`src/rtl/ofd_pkg.sv`:
```
package ofd_pkg;

  localparam int DEF_TAPS = 32;
  localparam int DEF_CW   = 12;

  function automatic int acc_width(input int cw, input int ntaps);
    return cw + $clog2(ntaps) + 1;
  endfunction

  // triangular default response, peak 1600 fits a 12-bit signed code
  function automatic logic [DEF_TAPS*DEF_CW-1:0] tri_coefs();
    logic [DEF_TAPS*DEF_CW-1:0] v;
    int h;
    v = '0;
    for (int i = 0; i < DEF_TAPS; i++) begin
      h = (i < DEF_TAPS / 2) ? (i + 1) : (DEF_TAPS - i);
      v[i*DEF_CW +: DEF_CW] = DEF_CW'(h * 100);
    end
    return v;
  endfunction

endpackage

```
`src/rtl/ofd_tap_line.sv`:
```
module ofd_tap_line #(
  parameter int NTAPS = 32,
  localparam int CNTW = $clog2(NTAPS + 1)
) (
  input  logic             clk,
  input  logic             rst,
  input  logic             bit_i,
  input  logic             shift_i,
  output logic [NTAPS-1:0] taps_o,
  output logic             near_full_o,
  output logic             full_o
);

  logic [NTAPS-1:0] taps_q;
  logic [CNTW-1:0]  fill_q;

  always_ff @(posedge clk) begin
    if (rst) begin
      taps_q <= '0;
      fill_q <= '0;
    end else if (shift_i) begin
      taps_q <= {taps_q[NTAPS-2:0], bit_i};
      if (fill_q != CNTW'(NTAPS)) fill_q <= fill_q + 1'b1;
    end
  end

  assign taps_o      = taps_q;
  assign near_full_o = (fill_q >= CNTW'(NTAPS - 1));
  assign full_o      = (fill_q == CNTW'(NTAPS));

  // no strobe, no movement of the line
  a_r2_taps_hold: assert property (@(posedge clk) disable iff (rst)
    !shift_i |=> $stable(taps_q));

endmodule

```
`src/rtl/ofd_phase.sv`:
```
module ofd_phase #(
  parameter int DECIM = 128,
  localparam int PW = (DECIM > 1) ? $clog2(DECIM) : 1
) (
  input  logic clk,
  input  logic rst,
  input  logic tick_i,
  input  logic ready_i,
  output logic pick_o
);

  logic [PW-1:0] ph_q;
  logic          pick_q;
  logic          wrap;

  assign wrap = (ph_q == PW'(DECIM - 1));

  always_ff @(posedge clk) begin
    if (rst) begin
      ph_q   <= '0;
      pick_q <= 1'b0;
    end else begin
      pick_q <= tick_i && wrap && ready_i;
      if (tick_i) ph_q <= wrap ? '0 : ph_q + 1'b1;
    end
  end

  assign pick_o = pick_q;

  // boundaries are at least one strobe apart, so a pick never repeats
  a_r5_single_pick: assert property (@(posedge clk) disable iff (rst)
    pick_q |=> !pick_q);

endmodule

```
`src/rtl/ofd_gate.sv`:
```
module ofd_gate #(
  parameter int NTAPS = 32,
  parameter int COEF_W = 12,
  parameter int ACC_W = 18,
  parameter logic [NTAPS*COEF_W-1:0] COEFS = '0
) (
  input  logic                        clk,
  input  logic                        rst,
  input  logic [NTAPS-1:0]            taps_i,
  input  logic                        bipolar_i,
  input  logic                        vld_i,
  output logic [NTAPS-1:0][ACC_W-1:0] terms_o,
  output logic                        vld_o
);

  for (genvar i = 0; i < NTAPS; i++) begin : g_tap
    localparam logic signed [COEF_W-1:0] C  = COEFS[i*COEF_W +: COEF_W];
    localparam logic signed [ACC_W-1:0]  CP = ACC_W'(C);
    localparam logic signed [ACC_W-1:0]  CN = -CP;
    always_ff @(posedge clk) begin
      if (taps_i[i])      terms_o[i] <= CP;
      else if (bipolar_i) terms_o[i] <= CN;
      else                terms_o[i] <= '0;
    end
  end

  always_ff @(posedge clk) begin
    if (rst) vld_o <= 1'b0;
    else     vld_o <= vld_i;
  end

endmodule

```
`src/rtl/ofd_tree.sv`:
```
module ofd_tree #(
  parameter int NLEAF = 32,
  parameter int W = 18,
  localparam int L = $clog2(NLEAF),
  localparam int P = 1 << L
) (
  input  logic                    clk,
  input  logic                    rst,
  input  logic [NLEAF-1:0][W-1:0] leaves_i,
  input  logic                    vld_i,
  output logic [W-1:0]            root_o,
  output logic                    vld_o
);

  for (genvar l = 0; l <= L; l++) begin : lv
    logic [(P>>l)*W-1:0] v;
    if (l == 0) begin : g_in
      for (genvar j = 0; j < P; j++) begin : g_pad
        if (j < NLEAF) begin : g_use
          assign v[j*W +: W] = leaves_i[j];
        end else begin : g_zero
          assign v[j*W +: W] = '0;
        end
      end
    end else begin : g_add
      for (genvar j = 0; j < (P >> l); j++) begin : g_node
        always_ff @(posedge clk) begin
          v[j*W +: W] <= $signed(lv[l-1].v[(2*j)*W +: W])
                       + $signed(lv[l-1].v[(2*j+1)*W +: W]);
        end
      end
    end
  end

  logic [L-1:0] vp_q;

  always_ff @(posedge clk) begin
    if (rst) vp_q <= '0;
    else begin
      vp_q[0] <= vld_i;
      for (int k = 1; k < L; k++) vp_q[k] <= vp_q[k-1];
    end
  end

  assign root_o = lv[L].v[W-1:0];
  assign vld_o  = vp_q[L-1];

endmodule

```
`src/rtl/onebit_fir_decim.sv`:
```
module onebit_fir_decim #(
  parameter int NTAPS  = ofd_pkg::DEF_TAPS,
  parameter int COEF_W = ofd_pkg::DEF_CW,
  parameter int DECIM  = 128,
  parameter logic [NTAPS*COEF_W-1:0] COEFS = ofd_pkg::tri_coefs(),
  localparam int ACC_W = ofd_pkg::acc_width(COEF_W, NTAPS)
) (
  input  logic                    clk,
  input  logic                    rst,
  input  logic                    bit_i,
  input  logic                    bit_vld_i,
  input  logic                    bipolar_i,
  output logic signed [ACC_W-1:0] sample_o,
  output logic                    sample_vld_o
);

  function automatic longint abs_sum();
    longint s;
    longint c;
    s = 0;
    for (int i = 0; i < NTAPS; i++) begin
      c = longint'($signed(COEFS[i*COEF_W +: COEF_W]));
      s += (c < 0) ? -c : c;
    end
    return s;
  endfunction

  localparam longint SUM_ABS = abs_sum();

  logic [NTAPS-1:0]            taps;
  logic                        near_full, full;
  logic                        pick;
  logic [NTAPS-1:0][ACC_W-1:0] terms;
  logic                        terms_vld;
  logic [ACC_W-1:0]            root;
  logic                        root_vld;

  ofd_tap_line #(.NTAPS(NTAPS)) u_line (
    .clk(clk), .rst(rst), .bit_i(bit_i), .shift_i(bit_vld_i),
    .taps_o(taps), .near_full_o(near_full), .full_o(full)
  );

  ofd_phase #(.DECIM(DECIM)) u_phase (
    .clk(clk), .rst(rst), .tick_i(bit_vld_i), .ready_i(near_full),
    .pick_o(pick)
  );

  ofd_gate #(.NTAPS(NTAPS), .COEF_W(COEF_W), .ACC_W(ACC_W), .COEFS(COEFS)) u_gate (
    .clk(clk), .rst(rst), .taps_i(taps), .bipolar_i(bipolar_i),
    .vld_i(pick), .terms_o(terms), .vld_o(terms_vld)
  );

  ofd_tree #(.NLEAF(NTAPS), .W(ACC_W)) u_tree (
    .clk(clk), .rst(rst), .leaves_i(terms), .vld_i(terms_vld),
    .root_o(root), .vld_o(root_vld)
  );

  always_ff @(posedge clk) begin
    if (rst) begin
      sample_o     <= '0;
      sample_vld_o <= 1'b0;
    end else begin
      sample_vld_o <= root_vld;
      if (root_vld) sample_o <= $signed(root);
    end
  end

  // an output pulse implies the line has been filled since reset
  a_r6_valid_after_fill: assert property (@(posedge clk) disable iff (rst)
    sample_vld_o |-> full);

  // the sample register moves only when the tree delivers a sum
  a_r8_sample_hold: assert property (@(posedge clk) disable iff (rst)
    !root_vld |=> $stable(sample_o));

  // the tree result never leaves the coefficient-magnitude bound
  a_r9_no_overflow: assert property (@(posedge clk) disable iff (rst)
    root_vld |-> (longint'($signed(root)) <= SUM_ABS &&
                  longint'($signed(root)) >= -SUM_ABS));

endmodule

```
`config.mk`:
```
export PLATFORM = sky130hd
export DESIGN_NAME = onebit_fir_decim
export DESIGN_NICKNAME = d
export VERILOG_FILES = /design/src/rtl/ofd_pkg.sv /design/src/rtl/ofd_tap_line.sv /design/src/rtl/ofd_phase.sv /design/src/rtl/ofd_gate.sv /design/src/rtl/ofd_tree.sv /design/src/rtl/onebit_fir_decim.sv
export SDC_FILE = /design/constraint.sdc
export NUM_CORES = 1
export LEC_CHECK = 0
export ABC_AREA = 1
export BUFFER_PORTS_ARGS = -buffer_cell sky130_fd_sc_hd__buf_2
export CELL_PAD_IN_SITES_DETAIL_PLACEMENT = 2
export CELL_PAD_IN_SITES_GLOBAL_PLACEMENT = 2
export CORE_ASPECT_RATIO = 1.5
export CORE_MARGIN = 2
export CORE_UTILIZATION = 41
export DETAILED_ROUTE_END_ITERATION = 8
export PLACE_DENSITY_LB_ADDON = 0.1
export SYNTH_ARGS = -nofsm -noshare
export SYNTH_HDL_FRONTEND = slang
export SYNTH_SLANG_ARGS = --single-unit
```
`constraint.sdc`:
```
create_clock -name clk -period 6.7 [get_ports clk]
set_input_delay 0.67 -clock clk [delete_from_list [all_inputs] [get_ports clk]]
set_output_delay 0.67 -clock clk [all_outputs]
set_load 0.01 [all_outputs]
```
# Word-level counts from Yosys, hierarchy flattened
# Index checks and enable logic that the tools add are counted.
# word_totals
word_cells	127
out_inout_bits	19
input_bits	5
reg_bits	1205
# op_classes
n_reduce_logical	3
n_eq_ne	2
mux	17
n_lt_le_gt_ge	1
addsub	33
# ops
cell	n
adder 18 bit	31
two-way mux 18 bit	16
adder 7 x 1 -> 7 bit, second input constant	1
== test 7 bit, second input constant	1
two-way mux 7 bit	1
adder 6 x 1 -> 6 bit, second input constant	1
greater-or-equal comparator 6 x 5 -> 1 bit, second input constant	1
!= test 6 bit, second input constant	1
logical AND 1 bit	2
AND reduction 2 bit	1

# Depth between registers and ports, before layout
# logic_depth
ltp_word	3
depth_mapped	10
ltp_nobuf	10

# Modules after synthesis
# Synthesis repeated with hierarchy kept, for this count alone.
# hier_totals
cells_unflattened	7178
area_unflattened_um2	49486.2
# modules_own_cells
mod	area_each_um2	seq_area_each_um2	cells_each	instances
ofd_tree	40852.9	11270.8	6143	1
ofd_gate	5988.2	1941.9	683	1
ofd_tap_line	1436.4	760.7	189	1
onebit_fir_decim	843.3	380.4	117	1
ofd_phase	365.4	160.2	46	1

# Worst setup path after synthesis
# OpenSTA, ideal clock, no wires.
# synth_timing
kind	register to register
from	reg, netlist name u_gate.terms_o[574]
to	reg u_tree.lv[1].v[279]
setup_ns	0.131
path_stages_with_launch	8
required_ns	6.569
period_less_slack_ns	2.226
slack_ns	4.474
path_buffers	0
t_arrival_ns	2.095
cell_sequence	dfxtp_1 ha_1 inv_1 fa_1 o21ai_0 nand2_1 a31oi_1 fa_1
# synth_lines
item	line	source
to (signal, indexed assignment)	ofd_tree.sv:28	v[j*W +: W] <= $signed(lv[l-1].v[(2*j)*W +: W])
to (decl)	ofd_tree.sv:16	logic [(P>>l)*W-1:0] v;

==> summary by stage <==
STA
Setup repair after global routing left no endpoint under its margin. The final number of hold-violating endpoints was 0. The final-layout setup total negative slack is 0 ps. For the pin with the worst max-slew slack, the measured transition is 1040 ps. For the final database, setup skew stands at 25.8 ps. Derived from the worst setup path, the maximum achievable clock frequency is 379 MHz.

The number of endpoints failing setup at the final stage is 0. The tightest slew margin relative to the limit is 0.307. Dividing the final minimum period by the clock period gives 0.394. The max-slew violation count is 0. The time the final worst path needs with I/O delays and setup is 2640 ps.

Route
In the final routed layout, each cell accounts on average for 19.2 um. For this run, the detailed router's first-pass iteration total came to 6. The number of nets with antenna violations after detailed routing is 0. The routed layout has 27400 vias. The first routing iteration left 656 violations.

The DRC violations left is 0. The number of vias per cell is 5.04. After detailed routing, the total wire length is 105000 um.

Synthesis
The sequential cell area fraction in the yosys report is 0.406. Synthesis inferred 657 register bits. The most used flip-flop cell after synthesis is sky130_fd_sc_hd__dfxtp_1. The number of enable-type register cells in the synthesized netlist is 0. Summing every instance area after synthesis gives 0.0324 mm^2. The number of distinct library cells after synthesis is 39. sky130_fd_sc_hd__dfxtp_1 takes more of the synthesized area than any other cell. After synthesis, the most frequently instantiated cells are 1371 x sky130_fd_sc_hd__nand2_1, 702 x sky130_fd_sc_hd__inv_1, 657 x sky130_fd_sc_hd__dfxtp_1. The share of synthesized area in the top cell type comes to 0.406. The most frequently used cell type in the post-synthesis netlist is sky130_fd_sc_hd__nand2_1.

The average cell area after synthesis is 7.52 um^2. The gate count after technology mapping is 4311. The post-synthesis async set-or-reset flop share is 0.

For this run, the number of Yosys warnings is 0. Sorting the synthesized cells by area gives the leading types as sky130_fd_sc_hd__dfxtp_1 41%, sky130_fd_sc_hd__nand2_1 16%, sky130_fd_sc_hd__ha_1 12%.

Critical path
The most numerous cell type found on the critical path is sky130_fd_sc_hd__fa_1. Walking the worst path, the cells encountered are ha_1, inv_1, fa_1, o21ai_0, nand2_1, a31oi_1, fa_1. STA puts the critical path data required time at 7200 ps. Counting both buffers and inverters, the worst setup path holds a total of 1. The worst reg2reg path depth is 7. The category of the worst setup path launch point is a flip-flop.

The critical path crosses 7 cells after its start point. Data arrives at the worst endpoint at 3140 ps. The highest fanout seen on the critical path is 7. Broken down by cell family, the worst path's largest delay share belongs to adder cells.

The type of the setup path with the least slack is reg2reg. The startpoint of the worst-slack reg-to-reg timing path is u_gate.terms_o[574]. The largest single stage delay on the critical path is 540 ps. The category of the worst setup path capture point is a flip-flop.

The startpoint of the worst setup timing path is u_gate.terms_o[574]. For this design, the slowest cell found on the critical path is sky130_fd_sc_hd__dfxtp_1.

Cells and area
The number of antenna diodes in the final layout is 0. In the final layout, the share of cells above drive strength 1 is 0.0421. For this run, the post-layout net count is 4730.

The number of non-filler instances in the completed layout is 5446. The count of filler cells inserted in the layout is 9190. The area added between synthesis and finish is 11.2%.

Power
The worst-case IR drop observed on VDD is 0.000205 V. In this run the power density over the cells is 520 mW/mm^2. The clock share of power is 0.220.

The analysis attributes to cell leakage a power of 19.6 nW. The internal power is 0.0105 W. The sequential group share of total power is 0.304. The relative contribution of combinational cells to total power is 0.475. Of the total power, the share spent switching nets is 0.442. The power dissipated by switching net loads is 0.00830 W.

CTS
The H-tree was split into 3 levels. After clock tree synthesis, the flow added hold-fix buffers numbering 0. In this run the post-CTS setup repair buffer count came out at 0. The clock sink count is 657.

The number of instances resized during post-cts repair is 0. The TritonCTS buffer count is 69. The cell at the root of the clock tree is sky130_fd_sc_hd__clkbuf_16.

TritonCTS built the clock tree. The clock transition at the register clock pins on the worst setup and hold paths after CTS is 70 ps. The later-pin clock latency in the skew report is 630 ps.

The maximum number of buffers from clock root to sink is 3.

GRT
The largest net degree at the start of global routing is 57. The number of antenna violations at the first check in global routing is 1. The overall track demand over capacity in global routing is 0.261.

The wire length of the first global-routing pass is 166000 um. After global routing the overflow that remains totals 0. The number of global-route vias before repair is 31500.

Run status
The run finished with clean final reports.

Worst hold path
The tightest min-delay check is of the reg2reg type. The startpoint identified for the worst hold timing path is u_gate.terms_o[560]. The worst hold path passes through 0 cells.

Die
The die covers 0.0814 mm^2. The die extent in x is 234 um. The initial core utilization is 0.413. After floorplanning, the core was divided into 126 placement rows. The overall die height is 348 um.

The I/O pin count is 24. The core region is 0.0785 mm^2.

Placed design
Including well taps, the total number of placed cells is 5320. The weighted congestion at the end of routability-driven global placement is 0.863. The HPWL after detailed placement is 81800 um. Input and output buffers added on the ports amount to 21.

Run
The number of max-cap violations is 0.
[kinds of logic (layout without fill, tap and decap cells)]
family,after synthesis,after routing,share of synthesized area
buffers and inverters,742,852,0.0878
xor gates and xnor gates,179,179,0.0484
AOI/OAI and AO/OA,334,334,0.0541
and+or+nand+nor,2040,2040,0.255
DFF,657,657,0.406
adders and majority gates,358,358,0.149
other,1,2,0.000116
[placed cells by master, fill, tap and decap left out, drive strengths merged, types with 34 or more instances in the layout]
cell type and n:
o21ai 122, nor2 311, xor2 138, ha 311
fa 47, nand2 1376, a21oi 195, inv 709
nor3 55, xnor2 41, or2 34, dfxtp 657
nand4 34, clkbuf 92, nand3 208
[sequential cells by signal (all words and copies together) (netlist names)]
| name | flops |
|---|---|
| u_gate.terms_o | 96 |
| sample_o | 16 |
| u_tree.lv.v | 476 |
| u_gate.vld_o | 1 |
| u_phase.ph_q | 7 |
| u_tree.root_o | 16 |
| sample_vld_o | 1 |
| u_line.taps_o | 32 |
| u_tree.vp_q | 5 |
| u_phase.pick_o | 1 |
| u_line.fill_q | 6 |
[layout make-up]
class	instances	area, um^2	share of cell area
flip-flops and latches	657	13200	0.365
clock buffers	92	2000	0.0554
clock inverters	34	433	0.0120
multi-input cells	2913	16400	0.456
inverters	704	2640	0.0733
repair buffers	22	113	0.00312
well taps	1024	1280	0.0355
[power groups by stage]
| stage | Clock, W | Combinational (W) | Sequential [W] |
|---|---|---|---|
| after floorplan | 0 | 0.00609 | 0.00545 |
| after global placement | 0 | 0.00841 | 0.00573 |
| after detailed placement | 0 | 0.00885 | 0.00579 |
| after CTS | 0.00424 | 0.00907 | 0.00573 |
| after global routing | 0.00439 | 0.0101 | 0.00579 |
| final | 0.00413 | 0.00892 | 0.00571 |
[stage by stage]
step / power [W] / utilization / setup WS (ps) / cell area [um^2] / hold WS (ps)
2_1_floorplan: 0.0115 / - / 4470 / 32400 / 310
3_3_place_gp: 0.0141 / 0.428 / 4060 / 33600 / 310
3_5_place_dp: 0.0146 / 0.428 / 3970 / 33600 / 315
4_1_cts: 0.0190 / 0.459 / 4090 / 36000 / 329
5_1_grt: 0.0203 / 0.459 / 3870 / 36000 / 340
6_report: 0.0188 / 0.459 / 4060 / 36000 / 328
[layer usage]
layer | global-route usage | up-vias | routed length, um
met5 | 0 | - | 13
met4 | 0.118 | 2 | 4740
met3 | 0.0244 | 203 | 1810
met2 | 0.544 | 269 | 61000
met1 | 0.247 | 13500 | 37300
li1 | - | 13400 | -
[final timing paths]
path / end / slack [ps]
setup / recovery: u_tree.lv[1].v[279] / 4060
hold / removal: u_tree.lv[1].v[272] / 330
setup reg to reg: u_tree.lv[1].v[279] / 4060
hold reg to reg: u_tree.lv[1].v[272] / 330
Power figures use the tool's default switching activity.
